--- src/rtl/xfer_dma_pkg.sv ---
package xfer_dma_pkg;

  typedef enum logic [1:0] {
    MODE_BLOCK    = 2'd0,
    MODE_STEAL    = 2'd1,
    MODE_IDLEONLY = 2'd2,
    MODE_ALTBLOCK = 2'd3
  } share_mode_e;

  typedef enum logic [2:0] {
    ST_IDLE = 3'd0,
    ST_ARB  = 3'd1,
    ST_RD   = 3'd2,
    ST_WR   = 3'd3,
    ST_GAP  = 3'd4
  } seq_state_e;

  localparam logic [1:0] SEL_SRC = 2'd0;
  localparam logic [1:0] SEL_DST = 2'd1;
  localparam logic [1:0] SEL_CNT = 2'd2;
  localparam logic [1:0] SEL_CTL = 2'd3;

  localparam int CTL_START = 0;
  localparam int CTL_MODE_LO = 1;
  localparam int CTL_IRQ = 3;

endpackage

--- src/rtl/xfer_dma_rstsync.sv ---
module xfer_dma_rstsync #(
  parameter int STAGES = 2
) (
  input  logic clk,
  input  logic rst_n,
  output logic rst_int_n
);
  logic [STAGES-1:0] chain_q;

  always_ff @(posedge clk or negedge rst_n) begin
    if (!rst_n) chain_q <= '0;
    else        chain_q <= {chain_q[STAGES-2:0], 1'b1};
  end

  assign rst_int_n = chain_q[STAGES-1];
endmodule

--- src/rtl/xfer_dma_regs.sv ---
module xfer_dma_regs
  import xfer_dma_pkg::*;
#(
  parameter int AW = 16,
  parameter int DW = 32,
  parameter int CW = 16
) (
  input  logic        clk,
  input  logic        rst_n,
  input  logic        cfg_we,
  input  logic [1:0]  cfg_sel,
  input  logic [DW-1:0] cfg_wdata,
  output logic [DW-1:0] cfg_rdata,
  input  logic        busy,
  input  logic        step,
  input  logic        finish,
  output logic        go,
  output logic        last_word,
  output share_mode_e mode,
  output logic [AW-1:0] src,
  output logic [AW-1:0] dst,
  output logic        irq
);
  localparam logic [CW-1:0] CNT_ONE = CW'(1);

  logic [AW-1:0] src_q, src_d, dst_q, dst_d;
  logic [CW-1:0] cnt_q, cnt_d;
  share_mode_e   mode_q;
  logic          irq_q, irq_d;
  logic          src_en, dst_en, cnt_en, mode_en, irq_en;
  logic          ctl_wr, start_req, zero_done, cnt_zero;

  assign ctl_wr    = cfg_we && (cfg_sel == SEL_CTL);
  assign cnt_zero  = (cnt_q == '0);
  assign start_req = ctl_wr && cfg_wdata[CTL_START] && !busy;
  assign go        = start_req && !cnt_zero;
  assign zero_done = start_req && cnt_zero;

  always_comb begin
    src_en  = 1'b0;
    dst_en  = 1'b0;
    cnt_en  = 1'b0;
    src_d   = src_q;
    dst_d   = dst_q;
    cnt_d   = cnt_q;
    if (cfg_we && !busy && (cfg_sel == SEL_SRC)) begin
      src_en = 1'b1;
      src_d  = cfg_wdata[AW-1:0];
    end else if (step) begin
      src_en = 1'b1;
      src_d  = src_q + AW'(1);
    end
    if (cfg_we && !busy && (cfg_sel == SEL_DST)) begin
      dst_en = 1'b1;
      dst_d  = cfg_wdata[AW-1:0];
    end else if (step) begin
      dst_en = 1'b1;
      dst_d  = dst_q + AW'(1);
    end
    if (cfg_we && !busy && (cfg_sel == SEL_CNT)) begin
      cnt_en = 1'b1;
      cnt_d  = cfg_wdata[CW-1:0];
    end else if (step) begin
      cnt_en = 1'b1;
      cnt_d  = cnt_q - CNT_ONE;
    end
    mode_en = ctl_wr && !busy;
    irq_en  = finish || zero_done || (ctl_wr && cfg_wdata[CTL_IRQ]);
    irq_d   = finish || zero_done;
  end

  always_ff @(posedge clk or negedge rst_n) begin
    if (!rst_n) begin
      src_q  <= '0;
      dst_q  <= '0;
      cnt_q  <= '0;
      mode_q <= MODE_BLOCK;
      irq_q  <= 1'b0;
    end else begin
      if (src_en)  src_q  <= src_d;
      if (dst_en)  dst_q  <= dst_d;
      if (cnt_en)  cnt_q  <= cnt_d;
      if (mode_en) mode_q <= share_mode_e'(cfg_wdata[CTL_MODE_LO +: 2]);
      if (irq_en)  irq_q  <= irq_d;
    end
  end

  always_comb begin
    unique case (cfg_sel)
      SEL_SRC: cfg_rdata = DW'(src_q);
      SEL_DST: cfg_rdata = DW'(dst_q);
      SEL_CNT: cfg_rdata = DW'(cnt_q);
      default: cfg_rdata = DW'({irq_q, mode_q, busy});
    endcase
  end

  assign last_word = (cnt_q == CNT_ONE);
  assign mode      = mode_q;
  assign src       = src_q;
  assign dst       = dst_q;
  assign irq       = irq_q;
endmodule

--- src/rtl/xfer_dma_seq.sv ---
module xfer_dma_seq
  import xfer_dma_pkg::*;
(
  input  logic        clk,
  input  logic        rst_n,
  input  logic        go,
  input  share_mode_e mode,
  input  logic        last_word,
  input  logic        cpu_req,
  input  logic        bus_gnt,
  output logic        busy,
  output logic        dma_req,
  output logic        rd_en,
  output logic        wr_en,
  output logic        finish
);
  seq_state_e state_q, state_d;
  logic       idle_only, may_ask;

  assign idle_only = (mode == MODE_IDLEONLY);
  assign may_ask   = !idle_only || !cpu_req;

  always_comb begin
    state_d = state_q;
    unique case (state_q)
      ST_IDLE: if (go) state_d = ST_ARB;
      ST_ARB:  if (bus_gnt && may_ask) state_d = ST_RD;
      ST_RD:   state_d = ST_WR;
      ST_WR: begin
        if (last_word)                state_d = ST_IDLE;
        else if (mode == MODE_STEAL)  state_d = ST_GAP;
        else if (idle_only)           state_d = ST_ARB;
        else                          state_d = ST_RD;
      end
      ST_GAP:  state_d = ST_ARB;
      default: state_d = ST_IDLE;
    endcase
  end

  always_ff @(posedge clk or negedge rst_n) begin
    if (!rst_n) state_q <= ST_IDLE;
    else        state_q <= state_d;
  end

  assign busy    = (state_q != ST_IDLE);
  assign rd_en   = (state_q == ST_RD);
  assign wr_en   = (state_q == ST_WR);
  assign finish  = wr_en && last_word;
  assign dma_req = rd_en || wr_en || ((state_q == ST_ARB) && may_ask);
endmodule

--- src/rtl/xfer_dma.sv ---
module xfer_dma
  import xfer_dma_pkg::*;
#(
  parameter int AW = 16,
  parameter int DW = 32,
  parameter int CW = 16
) (
  input  logic          clk,
  input  logic          rst_n,
  input  logic          cfg_we,
  input  logic [1:0]    cfg_sel,
  input  logic [DW-1:0] cfg_wdata,
  output logic [DW-1:0] cfg_rdata,
  input  logic          cpu_req,
  output logic          dma_req,
  input  logic          bus_gnt,
  output logic [AW-1:0] mem_addr,
  output logic          mem_re,
  output logic          mem_we,
  output logic [DW-1:0] mem_wdata,
  input  logic [DW-1:0] mem_rdata,
  output logic          irq
);
  logic          rst_int_n;
  logic          busy, step, finish, go, last_word, rd_en;
  share_mode_e   mode_q;
  logic [AW-1:0] src, dst;

  xfer_dma_rstsync #(.STAGES(2)) u_rst (
    .clk(clk), .rst_n(rst_n), .rst_int_n(rst_int_n)
  );

  xfer_dma_regs #(.AW(AW), .DW(DW), .CW(CW)) u_regs (
    .clk(clk), .rst_n(rst_int_n),
    .cfg_we(cfg_we), .cfg_sel(cfg_sel), .cfg_wdata(cfg_wdata), .cfg_rdata(cfg_rdata),
    .busy(busy), .step(step), .finish(finish),
    .go(go), .last_word(last_word), .mode(mode_q),
    .src(src), .dst(dst), .irq(irq)
  );

  xfer_dma_seq u_seq (
    .clk(clk), .rst_n(rst_int_n),
    .go(go), .mode(mode_q), .last_word(last_word),
    .cpu_req(cpu_req), .bus_gnt(bus_gnt),
    .busy(busy), .dma_req(dma_req), .rd_en(rd_en), .wr_en(step), .finish(finish)
  );

  assign mem_re    = rd_en;
  assign mem_we    = step;
  assign mem_addr  = rd_en ? src : (step ? dst : '0);
  assign mem_wdata = step ? mem_rdata : '0;
endmodule

--- config.mk ---
export PLATFORM = sky130hd
export DESIGN_NAME = xfer_dma
export DESIGN_NICKNAME = d
export VERILOG_FILES = /design/src/rtl/xfer_dma_pkg.sv /design/src/rtl/xfer_dma_rstsync.sv /design/src/rtl/xfer_dma_regs.sv /design/src/rtl/xfer_dma_seq.sv /design/src/rtl/xfer_dma.sv
export SDC_FILE = /design/constraint.sdc
export NUM_CORES = 1
export LEC_CHECK = 0
export ABC_AREA = 1
export BUFFER_PORTS_ARGS = -buffer_cell sky130_fd_sc_hd__clkbuf_2
export CAP_MARGIN = 20
export CORE_ASPECT_RATIO = 0.75
export CORE_MARGIN = 10
export CORE_UTILIZATION = 38
export CTS_BUF_LIST = sky130_fd_sc_hd__clkbuf_8
export DETAILED_ROUTE_END_ITERATION = 6
export HOLD_SLACK_MARGIN = 0.06
export PLACE_DENSITY_LB_ADDON = 0.2
export REMOVE_ABC_BUFFERS = 1
export SYNTH_ARGS = -nofsm -noshare
export SYNTH_HDL_FRONTEND = slang
export SYNTH_HIERARCHICAL = 1
export SYNTH_SLANG_ARGS = --single-unit
--- constraint.sdc ---
create_clock -name clk -period 2 [get_ports clk]
set_clock_uncertainty 0.15 [all_clocks]
set_input_delay 0.4 -clock clk [delete_from_list [all_inputs] [get_ports clk]]
set_output_delay 0.4 -clock clk [all_outputs]
set_load 0.005 [all_outputs]
; Word-level counts from Yosys, hierarchy flattened
; Cells that the tools add are included.
[word_totals]
ff_bits = 56
latch_bits = 0
ramBits = 0
romBits = 0
inputBits = 71
out_inout_bits = 84
elab_cells = 76
n_memories = 0
[classes]
add_sub_neg = 3
n_mul = 0
div_mod_pow = 0
magnitude_cmp = 0
n_eq_ne = 12
shifts = 0
n_mux = 20
bitwise_logic = 0
reduce_logical = 34
[ops]
columns = operator, count
row1 = 16-bit two-way mux, 8
row2 = 16-bit case mux with 3 select lines, 1
row3 = "16-bit by 1-bit adder with 16-bit output, second input constant", 2
row4 = 32-bit two-way mux, 1
row5 = "16-bit by 1-bit equality test with 1-bit output, second input constant", 1
row6 = 16-bit zero test, 1
row7 = "16-bit by 1-bit subtractor with 16-bit output, second input constant", 1
row8 = 3-bit case mux with 5 select lines, 1
row9 = 1-bit logical AND, 14
row10 = 3-bit two-way mux, 4
row11 = 2-bit AND reduction, 4
row12 = "2-bit equality test, second input constant", 3
row13 = "3-bit by 2-bit equality test with 1-bit output, second input constant", 2
row14 = 2-bit nonzero test, 3
row15 = 1-bit logical OR, 5
row16 = "2-bit by 1-bit equality test with 1-bit output, second input constant", 2
row17 = 1-bit zero test, 4
row18 = 1-bit two-way mux, 4
row19 = "3-bit by 1-bit equality test with 1-bit output, second input constant", 1
row20 = "3-bit equality test, second input constant", 1
row21 = 3-bit zero test, 1
row22 = 3-bit nonzero test, 1
row23 = 2-bit zero test, 1
row24 = 2-bit two-way mux, 1
row25 = other kinds (2), 2

; Longest topological paths before layout
; Gate-level depths: netlist of run 1.
[logic_depth]
word_depth = 7
ltp_mapped = 11
ltp_nobuf = 11

; By module
; The synthesis of run 1 kept the hierarchy.
[modules_own_cells]
columns = module, instances, cells_per_inst, area_each_um2
row1 = xfer_dma_regs, 1, 581, 3827.4
row2 = xfer_dma, 1, 121, 521.8
row3 = xfer_dma_seq, 1, 44, 266.5
row4 = xfer_dma_rstsync, 1, 3, 53.8

; Worst setup path after synthesis of run 1
; Ideal clock, no wire load.
[synth_path]
path_kind = register to register
from = register u_regs.cnt_q[0]
to = register u_seq.state_q[0]
setup_ps = 116
arrival_time_ps = 1540
t_required_ps = 1734
path_slack_ps = 194
path_stages_with_launch = 12
n_path_buf = 0
period_less_slack_ps = 1806
path_cell_list = dfrtp_1 > inv_1 > ha_1 > nand2_1 > nor2_1 > nand2_1 > nor2_1 > nor3_1 > nor2_2 > nor2_1 > nand2_1 > nand2_1
[synth_between]
elab_chain_cells = 5
[synth_lines]
columns = element, line_no
row1 = "start, declared", xfer_dma_regs.sv:27  ; logic [CW-1:0] cnt_q, cnt_d;
row2 = "start signal, assigned", xfer_dma_regs.sv:82  ; if (cnt_en) cnt_q <= cnt_d;
row3 = 16-bit zero test, xfer_dma_regs.sv:34  ; assign cnt_zero = (cnt_q == '0);
row4 = 1-bit zero test, xfer_dma_regs.sv:36  ; assign go = start_req && !cnt_zero;
row5 = 1-bit logical AND, xfer_dma_regs.sv:36
row6 = named net go, xfer_dma.sv:25  ; logic busy, step, finish, go, last_word, rd_en;
row7 = 2-bit != test (no source line), n/a
row8 = 2-bit AND reduction (no source line), n/a
row9 = "end signal, assigned", xfer_dma_seq.sv:42  ; else state_q <= state_d;
row10 = "end, declared", xfer_dma_seq.sv:17  ; seq_state_e state_q, state_d;
; The timed path passes the listed nets, and every way through them passes these cells.
; A chain may end at the register's enable or synchronous reset.

; Worst setup path in the final report of run 1
[layout_path]
from = register u_seq.state_q[2]
to = output mem_wdata[18]
[layout_between]
elab_chain_cells = 2
[layout_lines]
columns = element, line_no
row1 = 3-bit by 2-bit equality test with 1-bit output, xfer_dma_seq.sv:47  ; assign wr_en = (state_q == ST_WR);
row2 = 32-bit two-way mux, xfer_dma.sv:51  ; assign mem_wdata = step ? mem_rdata : '0;
row3 = "end, declared", xfer_dma.sv:20  ; output logic [DW-1:0] mem_wdata,
; Every way passes these cells.

==> results of run 1 <==
-- final cells by class --
| cell class | instances | share of cell area, % |
|---|---|---|
| Multi-Input combinational cell | 532 | 43.6 |
| Sequential cell | 56 | 22.3 |
| Timing Repair Buffer | 183 | 20.6 |
| Inverter | 141 | 8.93 |
| Tap cell | 162 | 3.21 |
| Clock buffer | 5 | 1.09 |
| Clock inverter | 3 | 0.317 |
-- metal layers --
layer | vias up | wire length, µm | GRT usage [%] | share of wire (%)
li1 | 2663 | - | - | -
met1 | 2463 | 7950 | 26.5 | 45
met2 | 253 | 7660 | 28.4 | 44
met3 | 14 | 1820 | 4.79 | 10
met4 | 0 | 126 | 2.83 | 0.72
met5 | - | 0 | 0 | 0
-- cell usage in the layout, fill, tap and decap left out, types with 19 or more instances in the layout --
master and count:
nand2_1 227, o22ai_1 22, nand3_1 62, buf_2 19
buf_4 36, inv_1 121, o21ai_0 23, nand2_2 25
dfrtp_1 54, clkbuf_2 98, nor2_1 55
-- synth_stat cells --
| cell type | instances |
|---|---|
| nor3_1 | 3 |
| nor2_4 | 4 |
| nand3_2 | 2 |
| nor4_1 | 1 |
| xor2_1 | 13 |
| buf_2 | 7 |
| o2111ai_1 | 2 |
| o21ai_1 | 4 |
| nand2_2 | 7 |
| nor2_2 | 6 |
| inv_1 | 135 |
| a21oi_1 | 6 |
| nand3_1 | 64 |
| nand3b_1 | 1 |
| o31ai_1 | 1 |
| nor2_1 | 60 |
| buf_4 | 21 |
| inv_2 | 6 |
| conb_1 | 2 |
| ha_1 | 6 |
| buf_6 | 6 |
| o21ai_0 | 25 |
| nand4_1 | 7 |
| nand2_1 | 254 |
| o221ai_1 | 18 |
| o22ai_1 | 24 |
| o211ai_1 | 7 |
| clkbuf_1 | 1 |
| dfrtp_1 | 56 |
-- worst max path at each step --
stage	slack, ns	endpoint	depth (start not counted)
finish	-0.15	mem_wdata[18]	7
global route	-0.23	mem_wdata[18]	7
CTS	-0.12	mem_addr[8]	7
detailed placement	0.03	cfg_rdata[7]	6
global placement	0.04	cfg_rdata[6]	6
floorplan	-0.85	u_regs/cnt_q[0]	7
-- worst reg2reg max path: stages, from the launching register on --
cell and delay (ns):
dfrtp_1 0.43, nor2_2 0.14, buf_4 0.13, nand4_1 0.19, nor4_2 0.36, buf_4 0.21
nor2_1 0.05, nand2_1 0.07, nand3_2 0.06, nand2_1 0.06, nand2_1 0.05
-- logic make-up after synthesis --
| family | Yosys count | synth area share, % |
|---|---|---|
| AOI/OAI and AO/OA | 87 | 12.0 |
| xor gates and xnor gates | 13 | 2.44 |
| adders and majority gates | 6 | 1.61 |
| buffers and inverters | 176 | 17.0 |
| DFF | 56 | 30.0 |
| other | 2 | 0.161 |
| and+or+nand+nor | 409 | 36.8 |
-- state kept, by name (all words and copies together), names as in the netlist --
signal,cells
u_regs/irq,1
u_regs/src,16
u_regs/dst,16
u_rst/chain_q,2
u_seq/state_q,3
u_regs/cnt_q,16
u_regs/mode,2
-- through the flow --
stage          utilization [%]  total power, W  TNS, ns  hold slack [ns]  setup slack [ns]
4_1_cts                   48.9         0.00630    -4.89            0.142            -0.116
3_5_place_dp              47.2         0.00551        0           0.0382            0.0290
2_1_floorplan                -         0.00420   -52.75          -0.0456            -0.850
6_report                  53.3         0.00688    -5.19            0.107            -0.146
5_1_grt                   53.3         0.00749   -10.22            0.159            -0.231
3_3_place_gp              47.2         0.00548        0           0.0379            0.0411
-- power by group --
group / switching (W) / leakage [nW] / internal [W]
registers: 0.000659 / 0.703 / 0.00160
clock network: 0.000423 / 0.0455 / 0.000246
logic: 0.00229 / 2.76 / 0.00167
-- what timing repair did --
action	in CTS	in global routing
resized for setup	14	121
buffers inserted	5	17
endpoints found under the setup margin	50	101
endpoints found under the hold margin	2	0
cloned	1	6
hold buffers	1	0
pin swaps	1	8
==> impl_metrics.tcl, run 1 <==
set metrics [dict create \
    status "finished, violations left" \
    violations "setup timing" \
    slew_viol_final 0 \
    layout_min_cycle_time_ns 2.15 \
    multi_input_area_mm2 0.00275 \
    setup.worst_path.class "reg -> out" \
    netlist.area_leader.share_pct 30.0 \
    rr_worst_depth 10 \
    rsz0062_at_grt "true" \
    diodes 0 \
    ys_types 29 \
    wl_per_cell_um 16.2 \
    final.period_utilization_pct 107 \
    ys_warn_count 6 \
    crit_slowest_cell "dfrtp_1" \
    gp_congestion 0.931 \
    port_buffers 122 \
    io_pins 155 \
    vias 5393 \
    yosysSeqAreaShare_pct 30.0 \
    hold_viol_final 0 \
    drive_gt1_share_pct 29.7 \
    drc 0 \
    synth_top_cell_by_area "dfrtp_1" \
    syn_avg_cell_area_um2 6.23 \
    drt_iter0_drc 477 \
    die_w_um 148 \
    ys_seq_elements 56 \
    cts-buffers-inserted 5 \
    end_kind "output port" \
    cts.sinks 56 \
    ant_nets 0 \
    stdcell_count 1082 \
    vias_per_cell 4.98 \
    seqCellArea_mm2 0.00140 \
    worst_skew_pair.late_latency_ns 0.33 \
    placed_area_mm2 0.00558 \
    critPathRequiredTime_ns 1.45 \
    setup_violations 50 \
    hold_class "reg -> async" \
    die_area_mm2 0.0172 \
    grt_pass1_wl_mm 26.0 \
    cp_max_fo 6 \
    design_area_mm2 0.00631 \
    fp.dieH_um 116 \
    cpLargestDelayFamily "buffers and inverters" \
    core_mm2 0.0118 \
    max_freq_ghz 0.466 \
    r2r-start "u_regs/cnt_q[7]" \
    max_stage_delay_ns 0.42 \
    floorplan.initialDensity_pct 39.5 \
    grtUsageTotal_pct 18.7 \
    vdd_drop_max_mv 0.544 \
    synth_area_mm2 0.00467 \
    hpwl_mm 12.9 \
    cp_data_arrival_time_ns 1.60 \
    grt_pass1_vias 4921 \
    cts-root-buf "clkbuf_8" \
    drt_wl_total_mm 17.6 \
    worstPathCellList "buf_6 > nor2_4 > buf_8 > clkbuf_16 > nand2_1 > inv_1 > buf_2" \
    powerDensity_mw_per_mm2 1090 \
    synth_area_leaders "dfrtp_1, nand2_1, inv_1, nand3_1, nor2_1" \
    antenna_found_initial 0 \
    crit_buf_inv 5 \
    clockBufferDepth 2 \
    tritoncts "yes" \
    power_leakage_nw 3.51 \
    nets 996 \
    r2r_end "u_seq/state_q[0]" \
    area_growth_pct 35.0 \
    ff2ff_setup_slack_ns 0 \
    cp-startpoint "u_seq/state_q[2]" \
    dp_cells 1046 \
    cts.htree.levels 2 \
    clkTransAtPathRegs_ns 0.11 \
    dr.pass1.iters 5 \
    cap_viol_max_count 0 \
    rows 34 \
    start_kind "register" \
    grt_overflow 0 \
    syn_inst 749 \
    setup_ws_ns -0.146 \
    nFillCells 1254 \
    grt_max_degree 55 \
]
Note: power is estimated with default switching activity, not from simulation.
==> inputs of run 2 (changes only) <==
PLACE_DENSITY = 0.6   (was default)
PLACE_DENSITY_LB_ADDON = default   (was 0.2)
==> run 2 against run 1 <==
Against the previous run:
- the run still ends with setup timing left
- final cell count fell by 1.0%
- final area fell by 2.1%
- total power fell by 2.0%
- sequential cell count did not move
- utilization fell by 1.1 points
- sequential share of layout area rose by 0.53 points
- critical path type unchanged
- highest routed layer unchanged
==> impl_metrics.tcl, run 2 (same netlist as run 1, synthesis figures left out) <==
set metrics [dict create \
    end_kind "output port" \
    port_buffers 122 \
    status "finished, violations left" \
    vias 5247 \
    layout_common_cells "nand2_1, inv_1, clkbuf_2" \
    setup.worst_path.class "reg -> out" \
    diodes 0 \
    cp-startpoint "u_seq/state_q[2]" \
    hold_class "reg -> async" \
    cp_max_fo 6 \
    clkTransAtPathRegs_ns 0.10 \
    clockBufferDepth 2 \
    grt_pass1_vias 4852 \
    setup_violations 43 \
    violations "setup timing" \
    rsz0062_at_grt "true" \
    r2r_end "u_regs/cnt_q[14]" \
    powerDensity_mw_per_mm2 1090 \
    slew_viol_final 0 \
    die_area_mm2 0.0172 \
    hpwl_mm 13.1 \
    layout_min_cycle_time_ns 2.12 \
    core_mm2 0.0118 \
    dp_cells 1048 \
    drive_gt1_share_pct 27.4 \
    cap_viol_max_count 0 \
    fp.dieH_um 116 \
    nFillCells 1268 \
    cts-buffers-inserted 5 \
    floorplan.initialDensity_pct 39.5 \
    vdd_drop_max_mv 0.449 \
    antenna_found_initial 0 \
    max_freq_ghz 0.473 \
    rows 34 \
    tritoncts "yes" \
    layout_commonest_cell "nand2_1" \
    grtUsageTotal_pct 19.2 \
    die_w_um 148 \
    start_kind "register" \
    gp_congestion 0.955 \
    fin_tns_setup_ns -2.67 \
    r2r-start "u_seq/state_q[1]" \
    grt_overflow 0 \
    ant_nets 0 \
    grt_max_degree 55 \
    grt_pass1_wl_mm 26.6 \
    hold_viol_final 0 \
    drt_wl_total_mm 17.1 \
    area_growth_pct 32.2 \
    stdcell_count 1071 \
    drc 0 \
    setup_ws_ns -0.116 \
    cts-root-buf "clkbuf_8" \
    rr_worst_depth 10 \
    drt_iter0_drc 432 \
    worst_skew_pair.late_latency_ns 0.33 \
    final.period_utilization_pct 106 \
    power_leakage_nw 3.43 \
    critPathRequiredTime_ns 1.45 \
    cp_data_arrival_time_ns 1.57 \
    cts.htree.levels 2 \
    io_pins 155 \
    vias_per_cell 4.90 \
    wl_per_cell_um 16.0 \
    nets 987 \
    cts.sinks 56 \
    dr.pass1.iters 5 \
    ff2ff_setup_slack_ns 0.07 \
]
==> run 2: final cells by class <==
class,count,area (µm²),area share [%]
Inverter,141,551,8.92
Multi-Input combinational cell,532,2730,44.3
Tap cell,162,203,3.28
Clock inverter,1,3.75,0.0608
Clock buffer,5,68.8,1.12
Sequential cell,56,1410,22.8
Timing Repair Buffer,174,1210,19.5
==> run 2: worst max-delay path by stage <==
stage | cells after the start | slack, ns | to
floorplan | 7 | -0.85 | u_regs/cnt_q[0]
global placement | 6 | 0.09 | cfg_rdata[8]
detailed placement | 8 | 0.08 | cfg_rdata[3]
CTS | 7 | -0.09 | mem_wdata[10]
global route | 7 | -0.17 | mem_addr[8]
finish | 7 | -0.12 | mem_addr[7]
==> run 2: through the flow <==
stage | hold WS (ns) | setup slack [ns] | power [W] | utilization (%) | instance area (µm²)
2_1_floorplan | -0.0456 | -0.850 | 0.00420 | - | 4460
3_5_place_dp | 0.0388 | 0.0759 | 0.00558 | 47.6 | 5630
6_report | 0.122 | -0.116 | 0.00675 | 52.2 | 6170
4_1_cts | 0.142 | -0.0920 | 0.00638 | 49.8 | 5890
5_1_grt | 0.158 | -0.171 | 0.00737 | 52.2 | 6170
3_3_place_gp | 0.0381 | 0.0864 | 0.00556 | 47.6 | 5630
==> run 2: repair_timing <==
| action | in CTS | in global routing |
|---|---|---|
| hold buffers | 1 | 0 |
| pin swaps | 7 | 14 |
| resized for setup | 19 | 90 |
| endpoints found under the setup margin | 50 | 85 |
| setup buffers | 7 | 8 |
| gates cloned | 2 | 1 |
| endpoints found under the hold margin | 2 | 0 |
==> run 2: report_power, final <==
part	total (W)	internal [W]	switching, W
clock network	0.000630	0.000231	0.000399
registers	0.00229	0.00160	0.000690
logic	0.00383	0.00162	0.00221
==> run 2: per-layer routing <==
layer | up-vias | global-route usage, % | wire length (µm)
met4 | 0 | 3.03 | 97
met1 | 2377 | 27.5 | 8160
met5 | - | 0 | 0
li1 | 2643 | - | -
met3 | 11 | 4.83 | 1570
met2 | 216 | 29.0 | 7260
==> run 2: critical path, cell delays in order (launching register included) <==
cell and delay, ns:
dfrtp_1 0.42, buf_6 0.14, nor2_4 0.11, buf_12 0.15, buf_12 0.14, nand3_1 0.09
nand2_1 0.08, clkbuf_2 0.11
==> inputs of run 3 (changes only) <==
CORE_ASPECT_RATIO = 1.4   (was 0.75)
SYNTH_HIERARCHICAL = default   (was 1)
==> run 3 against run 2 <==
Against the previous run:
- the run still ends with setup timing left
- register-to-register slack worse by 0.06 ns
- total power rose by 14%
- routed wire length rose by 3.5%
- sequential share of layout area fell by 0.46 points
- final cell count decreased by 6.2%
- count of clock-buffer cells in the layout up 2
- combinational power increased by 20%
- sequential cell count stayed put
- first-iteration DRC count is 3.0% lower
- clock power increased by 38%
- largest cell class unchanged
- highest routed layer unchanged
==> impl_metrics.tcl, run 3 <==
set metrics [dict create \
    hpwl_mm 12.8 \
    io_pins 155 \
    setup.worst_path.class "reg -> out" \
    port_buffers 122 \
    cap_viol_max_count 0 \
    clockBufferDepth 2 \
    die_w_um 112 \
    hold_viol_final 0 \
    layout_commonest_cell "nand2_1" \
    cp_max_fo 8 \
    dp_cells 972 \
    syn_inst 707 \
    drt_wl_total_mm 17.7 \
    grt_max_degree 55 \
    nets 937 \
    drt_iter0_drc 419 \
    slew_viol_final 0 \
    cts-root-buf "clkbuf_8" \
    diodes 0 \
    grtUsageTotal_pct 20.2 \
    critPathRequiredTime_ns 1.45 \
    gp_congestion 0.926 \
    rows 46 \
    core_mm2 0.0115 \
    hold_class "reg -> async" \
    rr_worst_depth 11 \
    grt_overflow 0 \
    nFillCells 1082 \
    ys_warn_count 0 \
    rsz0062_at_grt "true" \
    r2r-start "u_seq.state_q[0]" \
    vdd_drop_max_mv 0.773 \
    layout_common_cells "nand2_1, inv_1, clkbuf_2" \
    ys_types 31 \
    synth-edff-count 0 \
    tightestPinTransition_ns 0.499 \
    synth_commonest_cells "nand2_1, inv_1, nor2_1" \
    power_leakage_nw 3.22 \
    worst_skew_pair.late_latency_ns 0.34 \
    layout_min_cycle_time_ns 2.19 \
    stdcell_count 1005 \
    tritoncts "yes" \
    dr.pass1.iters 5 \
    synth-async-reset-ratio_pct 100 \
    setup_ws_ns -0.194 \
    multi_input_area_mm2 0.00289 \
    powerDensity_mw_per_mm2 1220 \
    ys_seq_elements 56 \
    clkTransAtPathRegs_ns 0.11 \
    setup_violations 49 \
    fin_tns_setup_ns -8.08 \
    vias 5261 \
    cp_data_arrival_time_ns 1.64 \
    fp.dieH_um 149 \
    cts.sinks 56 \
    vias_per_cell 5.23 \
    grt_pass1_wl_mm 27.2 \
    ant_nets 0 \
    ff2ff_setup_slack_ns 0.01 \
    r2r_end "u_regs.dst[1]" \
    seqCellArea_mm2 0.00140 \
    cts.htree.levels 2 \
    end_kind "output port" \
    netlist.area_leader.share_pct 31.2 \
    wl_per_cell_um 17.6 \
    synth.most_common_cell "nand2_1" \
    violations "setup timing" \
    syn_avg_cell_area_um2 6.36 \
    yosysSeqAreaShare_pct 31.2 \
    area_growth_pct 39.9 \
    synth_area_leaders "dfrtp_1, nand2_1, inv_1, nor2_1, nand3_1" \
    utilization_pct 54.9 \
    grt_pass1_vias 5071 \
    slew_headroom_pct 66.7 \
    antenna_found_initial 0 \
    max_freq_ghz 0.456 \
    hold-worst-slack_ns 0.119 \
    final.period_utilization_pct 110 \
    synth_area_mm2 0.00449 \
    drc 0 \
    drive_gt1_share_pct 29.2 \
    cts-buffers-inserted 5 \
    status "finished, violations left" \
    floorplan.initialDensity_pct 39.2 \
    die_area_mm2 0.0166 \
    synthFlopType "dfrtp_1" \
    start_kind "register" \
    synth_top_cell_by_area "dfrtp_1" \
]
-- run 3: changes by cell type after synthesis, sizes merged, moves of 4 or more --
cell    previous run  this run
nor3               3        10
buf               34        30
nand3             66        60
o22ai             24        16
a21oi              6        15
clkbuf             1         5
o211ai             7        14
nand2            261       206
inv              141       122
o221ai            18        12
nor2              70        93
-- run 3: layer usage --
metal | GRT usage [%] | part of all wire (%) | vias to the layer above
met2 | 34.1 | 47 | 280
met3 | 5.52 | 9.2 | 43
met1 | 23.7 | 40 | 2415
met5 | 0 | 0 | -
met4 | 7.86 | 3.7 | 0
li1 | - | - | 2523
-- run 3: worst max-delay path by stage --
stage | start | to | slack (ns) | cells past startpoint
floorplan | u_seq.state_q[0] | mem_addr[2] | -0.50 | 4
global placement | cfg_sel[0] | cfg_rdata[11] | 0.10 | 5
detailed placement | cfg_sel[0] | cfg_rdata[10] | 0.05 | 5
CTS | u_seq.state_q[1] | mem_addr[3] | -0.17 | 7
global route | u_seq.state_q[1] | mem_wdata[25] | -0.27 | 7
finish | u_seq.state_q[1] | mem_wdata[7] | -0.19 | 7
-- run 3: kinds of logic after synthesis --
kind of cell | synth area share [%]
and+or+nand+nor | 36.2
DFF | 31.2
buffers and inverters | 15.5
xor gates and xnor gates | 2.73
AOI/OAI and AO/OA | 12.5
other | 0.167
adders and majority gates | 1.67
-- run 3: critical path, stage by stage (launching register included) --
cell      delay, ns
dfrtp_1        0.42
nand2_2        0.09
nor2_4         0.13
clkinv_4       0.12
buf_12         0.18
buf_12         0.16
nor2_4         0.07
buf_2          0.11
-- run 3: final cells by class --
cell class	count	share of cell area (%)
multi-input combinational	509	46.0
sequential	56	22.3
timing repair buffer	166	18.8
inverter	122	7.98
tap	144	2.87
clock buffer	7	1.53
clock inverter	1	0.478
-- run 3: per-stage QoR --
step	instance area (µm²)	total power [W]	worst slack [ns]
global placement	5310	0.00569	0.101
floorplan	4320	0.00434	-0.495
finish	6290	0.00766	-0.194
CTS	6010	0.00736	-0.169
detailed placement	5310	0.00579	0.0513
global route	6290	0.00827	-0.275
-- run 3: what timing repair did --
action	in CTS	in global routing
endpoints found under the setup margin	49	88
hold endpoints to repair	2	0
gates resized for setup	74	92
hold buffers	1	0
setup buffers	11	9
pin swaps	7	18
gates cloned	6	0
-- run 3: power breakdown --
part           internal [W]  switching [W]  total, W
logic               0.00185        0.00273   0.00458
registers           0.00164       0.000575   0.00221
clock network      0.000443       0.000426  0.000870
